--- src/rtl/simt_stk_pkg.sv ---
package simt_stk_pkg;
  // Update applied to the stack storage in one cycle
  typedef enum logic [1:0] {
    ACT_HOLD     = 2'd0,
    ACT_SET_NEXT = 2'd1,
    ACT_SPLIT    = 2'd2,
    ACT_POP      = 2'd3
  } stk_act_e;
endpackage

--- src/rtl/simt_br_classify.sv ---
module simt_br_classify #(
  parameter int W = 4
) (
  input  logic [W-1:0] act_mask,
  input  logic [W-1:0] raw_taken,
  output logic [W-1:0] tk_mask,
  output logic [W-1:0] nt_mask,
  output logic         divergent,
  output logic         all_taken
);
  // Threads that are not active never take part in the split
  always_comb begin
    tk_mask   = raw_taken & act_mask;
    nt_mask   = act_mask & ~raw_taken;
    all_taken = (nt_mask == '0);
    divergent = (|tk_mask) && (|nt_mask);
  end
endmodule

--- src/rtl/simt_stk_store.sv ---
module simt_stk_store
  import simt_stk_pkg::*;
#(
  parameter int          W        = 4,
  parameter int          PC_W     = 16,
  parameter int          DEPTH    = 8,
  parameter int          SP_W     = $clog2(DEPTH),
  parameter logic [15:0] START_PC = 16'h0000
) (
  input  logic            clk,
  input  logic            rst,
  input  stk_act_e        act,
  input  logic [PC_W-1:0] wr_next,
  input  logic [PC_W-1:0] sp_rpc,
  input  logic [PC_W-1:0] sp_nt_pc,
  input  logic [PC_W-1:0] sp_tk_pc,
  input  logic [W-1:0]    sp_nt_mask,
  input  logic [W-1:0]    sp_tk_mask,
  output logic [SP_W-1:0] sp,
  output logic            top_rvld,
  output logic [PC_W-1:0] top_rpc,
  output logic [PC_W-1:0] top_next,
  output logic [W-1:0]    top_mask
);
  logic [PC_W-1:0] nxt_q  [DEPTH];
  logic [PC_W-1:0] rpc_q  [DEPTH];
  logic [W-1:0]    msk_q  [DEPTH];
  logic            rvld_q [DEPTH];
  logic [SP_W-1:0] sp_q;
  logic [SP_W-1:0] sp_up1;
  logic [SP_W-1:0] sp_up2;

  assign sp_up1 = sp_q + SP_W'(1);
  assign sp_up2 = sp_q + SP_W'(2);

  always_ff @(posedge clk) begin
    if (rst) begin
      sp_q <= '0;
    end else begin
      case (act)
        ACT_SPLIT: sp_q <= sp_up2;
        ACT_POP:   sp_q <= sp_q - SP_W'(1);
        default:   sp_q <= sp_q;
      endcase
    end
  end

  // Entry storage; only the bottom slot takes a reset value
  always_ff @(posedge clk) begin
    if (rst) begin
      nxt_q[0]  <= PC_W'(START_PC);
      rpc_q[0]  <= '0;
      msk_q[0]  <= '1;
      rvld_q[0] <= 1'b0;
    end else begin
      case (act)
        ACT_SET_NEXT: nxt_q[sp_q] <= wr_next;
        ACT_SPLIT: begin
          nxt_q[sp_q]    <= sp_rpc;
          rpc_q[sp_up1]  <= sp_rpc;
          nxt_q[sp_up1]  <= sp_nt_pc;
          msk_q[sp_up1]  <= sp_nt_mask;
          rvld_q[sp_up1] <= 1'b1;
          rpc_q[sp_up2]  <= sp_rpc;
          nxt_q[sp_up2]  <= sp_tk_pc;
          msk_q[sp_up2]  <= sp_tk_mask;
          rvld_q[sp_up2] <= 1'b1;
        end
        default: ;
      endcase
    end
  end

  assign sp       = sp_q;
  assign top_rvld = rvld_q[sp_q];
  assign top_rpc  = rpc_q[sp_q];
  assign top_next = nxt_q[sp_q];
  assign top_mask = msk_q[sp_q];
endmodule

--- src/rtl/simt_reconv_stack.sv ---
module simt_reconv_stack
  import simt_stk_pkg::*;
#(
  parameter int          W        = 4,
  parameter int          PC_W     = 16,
  parameter int          DEPTH    = 8,
  parameter logic [15:0] START_PC = 16'h0000
) (
  input  logic                       clk,
  input  logic                       rst,
  input  logic                       adv_vld,
  input  logic [PC_W-1:0]            adv_pc,
  input  logic                       br_vld,
  input  logic [PC_W-1:0]            br_fall_pc,
  input  logic [PC_W-1:0]            br_tgt_pc,
  input  logic [PC_W-1:0]            br_rpc,
  input  logic [W-1:0]               br_taken,
  output logic                       issue_vld,
  output logic [PC_W-1:0]            issue_pc,
  output logic [W-1:0]               issue_mask,
  output logic [$clog2(DEPTH+1)-1:0] depth,
  output logic                       ovf_err,
  output logic                       ufl_err
);
  localparam int SP_W  = $clog2(DEPTH);
  localparam int CNT_W = $clog2(DEPTH+1);

  stk_act_e        act;
  logic [PC_W-1:0] wr_next;
  logic [SP_W-1:0] sp;
  logic            top_rvld;
  logic [PC_W-1:0] top_rpc;
  logic [PC_W-1:0] top_next;
  logic [W-1:0]    top_mask;
  logic [W-1:0]    tk_mask;
  logic [W-1:0]    nt_mask;
  logic            divergent;
  logic            all_taken;
  logic            pop_pend;
  logic            no_room;
  logic            set_ovf;
  logic            set_ufl;
  logic            ovf_q;
  logic            ufl_q;

  simt_br_classify #(.W(W)) u_cls (
    .act_mask (top_mask),
    .raw_taken(br_taken),
    .tk_mask  (tk_mask),
    .nt_mask  (nt_mask),
    .divergent(divergent),
    .all_taken(all_taken)
  );

  simt_stk_store #(
    .W(W), .PC_W(PC_W), .DEPTH(DEPTH), .SP_W(SP_W), .START_PC(START_PC)
  ) u_store (
    .clk       (clk),
    .rst       (rst),
    .act       (act),
    .wr_next   (wr_next),
    .sp_rpc    (br_rpc),
    .sp_nt_pc  (br_fall_pc),
    .sp_tk_pc  (br_tgt_pc),
    .sp_nt_mask(nt_mask),
    .sp_tk_mask(tk_mask),
    .sp        (sp),
    .top_rvld  (top_rvld),
    .top_rpc   (top_rpc),
    .top_next  (top_next),
    .top_mask  (top_mask)
  );

  // Retire the top entry once it has reached its join point
  assign pop_pend = top_rvld && (top_next == top_rpc);
  // Two more entries must fit: (sp + 1) + 2 <= DEPTH
  assign no_room  = (int'(sp) + 3) > DEPTH;

  always_comb begin
    act     = ACT_HOLD;
    wr_next = adv_pc;
    set_ovf = 1'b0;
    set_ufl = 1'b0;
    if (pop_pend) begin
      act     = ACT_POP;
      set_ufl = adv_vld || br_vld;
    end else if (br_vld) begin
      if (divergent) begin
        if (no_room) set_ovf = 1'b1;
        else         act     = ACT_SPLIT;
      end else begin
        act     = ACT_SET_NEXT;
        wr_next = all_taken ? br_tgt_pc : br_fall_pc;
      end
    end else if (adv_vld) begin
      act = ACT_SET_NEXT;
    end
  end

  always_ff @(posedge clk) begin
    if (rst) begin
      ovf_q <= 1'b0;
      ufl_q <= 1'b0;
    end else begin
      ovf_q <= ovf_q | set_ovf;
      ufl_q <= ufl_q | set_ufl;
    end
  end

  assign issue_vld  = !pop_pend;
  assign issue_pc   = top_next;
  assign issue_mask = top_mask;
  assign depth      = CNT_W'(sp) + CNT_W'(1);
  assign ovf_err    = ovf_q;
  assign ufl_err    = ufl_q;
endmodule

--- config.mk ---
export PLATFORM = sky130hd
export DESIGN_NAME = simt_reconv_stack
export DESIGN_NICKNAME = d
export VERILOG_FILES = /design/src/rtl/simt_stk_pkg.sv /design/src/rtl/simt_br_classify.sv /design/src/rtl/simt_stk_store.sv /design/src/rtl/simt_reconv_stack.sv
export SDC_FILE = /design/constraint.sdc
export NUM_CORES = 1
export LEC_CHECK = 0
export BUFFER_PORTS_ARGS = -buffer_cell sky130_fd_sc_hd__buf_4
export CORE_MARGIN = 4
export CORE_UTILIZATION = 50
export DETAILED_ROUTE_END_ITERATION = 6
export PLACE_DENSITY = 0.68
export SLEW_MARGIN = 5
export SYNTH_ARGS = -nofsm -noshare
export SYNTH_HDL_FRONTEND = slang
export SYNTH_SLANG_ARGS = --single-unit
--- constraint.sdc ---
create_clock -name clk -period 5.04 [get_ports clk]
set_input_delay 1.008 -clock clk [delete_from_list [all_inputs] [get_ports clk]]
set_output_delay 1.008 -clock clk [all_outputs]
set_load 0.05 [all_outputs]
==> impl_metrics.tcl <==
set metrics [dict create \
    clk_pin_slew_ns 0.06 \
    drive_above_1_share_pct 26.3 \
    post-route-period-util_pct 94.8 \
    slew_headroom_pct 3.47 \
    fmax_mhz 209 \
    num_rows 65 \
    dieHeight_um 187 \
    yosys.area.top_type "edfxtp_1" \
    vias 11900 \
    core_um2 31600 \
    synthCells 1209 \
    avgSynthCellArea_um2 13.2 \
    period_needed_ns 4.78 \
    synth_enable_flop_cells 288 \
    cp.arrival_ns 3.77 \
    fp.dieArea_um2 35000 \
    grt_max_degree 66 \
    ant_nets 0 \
    ys_types 56 \
    cts_buffers 34 \
    syn_nets 1288 \
    met1_usage_pct 39.7 \
    critPathKind "register to primary output" \
    ys_ff_latch 304 \
    grt-busiest-layer "met2" \
    worst_setup_path_end_kind "primary output" \
    grt_pass1_vias 11900 \
    worst_pin_slew_ns 1.45 \
    drv_cap 0 \
    post_synth_instance_area_um2 16000 \
    place_hpwl_um 32900 \
    power.density_nw_per_um2 400 \
    yosys-top-cells-count "edfxtp_1, o22ai_1, a22oi_1" \
    status "completed" \
    area_growth_pct 15.5 \
    synth-seq-area-share_pct 56.0 \
    hold_violations 0 \
    h-tree-depth 2 \
    avgRoutedWirePerCell_um 30.0 \
    startpoint_type "register" \
    pin_count 99 \
    grt.met3_usage_pct 7.07 \
    clockRootBuffer "clkbuf_16" \
    clock-sinks 304 \
    power.leakage_nw 6.20 \
    grt_pass1_wl_um 75900 \
    p_total_w 0.00739 \
    required_ns 4.03 \
    wl_um 51200 \
    utilization_pct 58.6 \
    clock_latency_ns 0.52 \
    ir_drop_mv 0.218 \
    rsz0062_at_grt "false" \
    die_w_um 187 \
    clockBufferDepth 3 \
    min_path_type "register to register" \
    grt_overflow 0 \
    finalMaxSlewViolations 0 \
    first_iter_violations 2147 \
    port_buffers 98 \
    viasPerCell 6.95 \
    antenna_found_initial 1 \
    worstHoldStart "u_store.rvld_q[0]" \
    diodes 0 \
    synth.most_common_cell "edfxtp_1" \
    synth_top_area_share_pct 54.0 \
    fin_tns_setup_ns 0 \
    drt_first_pass_iters 6 \
    synth_top_flop_cell "edfxtp_1" \
    setup_violations 0 \
    async_flop_share_pct 0 \
    nNetsFinal 1362 \
    grt_usage_pct 28.6 \
    grtUsageMet2_pct 44.0 \
    cts_tree "built" \
    drc_errors 0 \
    fin_worst_skew_ns 0.0135 \
    start_util_pct 50.8 \
    fillers 2485 \
    synth_area_leaders "edfxtp_1, mux4_2, a22oi_1, o22ai_1, xnor2_1" \
    cp_max_fo 33 \
    gp_congestion 0.929 \
    yosys_warnings 0 \
]
[cell families after synthesis]
group | after synthesis | share of synthesized area, %
AO/OA/AOI/OAI | 379 | 17.2
XOR/XNOR | 70 | 3.83
adder cells (fa/ha/maj) | 7 | 0.547
buffers and inverters | 198 | 5.38
flip-flops | 304 | 56.0
multiplexers | 110 | 12.2
AND/OR/NAND/NOR | 141 | 4.76
[layer usage]
metal  up-vias  wire length [um]  part of all wire [%]
met5         -                13                 0.025
met4         2              2390                   4.7
met2       923             22800                    45
met1      5784             19400                    38
li1       4954                 -                     -
met3       204              6570                    13
[path summary, 6_finish.rpt]
| kind | endpoint | slack, ns | cells after the start |
|---|---|---|---|
| worst max-delay path | issue_vld | 0.26 | 10 |
| worst min-delay path | u_store.rvld_q[0] | 0.45 | 2 |
| worst max register to register | u_store.nxt_q[2][14] | 0.81 | 12 |
| worst min register to register | u_store.rvld_q[0] | 0.45 | 2 |
[worst max-delay path, stage by stage, from the launching register on]
cell     delay (ns)
dfxtp_4        0.56
buf_12         0.34
buf_4          0.27
mux4_2         0.58
xor2_1         0.19
mux2i_1        0.23
nand4_1        0.15
nor4b_2        0.31
buf_4          0.21
nand2_1        0.13
buf_4          0.25
[what timing repair did]
action                     CTS  global route
hold buffers                 0             0
setup endpoints to repair    0             1
gates resized for setup      0             1
buffers inserted             0             0
[flip-flops by register name (all words and copies together) (netlist names), named ones only]
name	flops
ovf_err	1
u_store.msk_q	32
u_store.nxt_q	128
u_store.rpc_q	128
u_store.rvld_q	8
u_store.sp	3
ufl_err	1
[cell type report]
cell class	count	area (um2)	share of cell area (%)
clock buffer	42	912	4.93
clock inverter	16	123	0.663
inverter	64	240	1.30
multi-input combinational	707	6280	33.9
sequential	304	8980	48.5
tap	402	503	2.72
timing repair buffer	172	1470	7.93
[power by group]
group	internal [W]	total [W]	switching [W]	leakage [nW]
logic	0.000743	0.00200	0.00126	2.83
clock network	0.00134	0.00233	0.000986	0.515
registers	0.00298	0.00307	0.0000896	2.85
total	0.00506	0.00739	0.00233	6.20
[stage by stage]
step           instances  setup slack, ns  hold slack, ns  cell area, um2
6_report            1707            0.264           0.448           18500
3_5_place_dp        1649            0.609           0.428           17500
5_1_grt             1707            0.110           0.469           18500
2_1_floorplan       1209            0.289           0.405           16000
4_1_cts             1707           0.0572           0.444           18500
3_3_place_gp        1649            0.668           0.425           17500
[cells in the final DEF (no fill, tap or decap), types with 7 or more instances in the layout]
cell type / count
a22o_1: 10
nand2_1: 19
xnor2_1: 42
buf_4: 158
and2_1: 22
clkbuf_16: 35
a31oi_4: 8
nor2_1: 23
xor2_1: 28
o221ai_1: 15
a31oi_2: 8
mux4_2: 67
nand2b_1: 9
dfxtp_1: 13
buf_12: 14
o22ai_1: 121
inv_1: 59
mux2_2: 7
a22oi_1: 106
ha_1: 7
clkinv_2: 9
edfxtp_1: 288
nor3_1: 20
a311oi_1: 16
nand3_1: 20
o21ai_1: 7
mux2i_1: 35
o21ai_0: 57
Note: power is estimated with default switching activity, not from simulation.
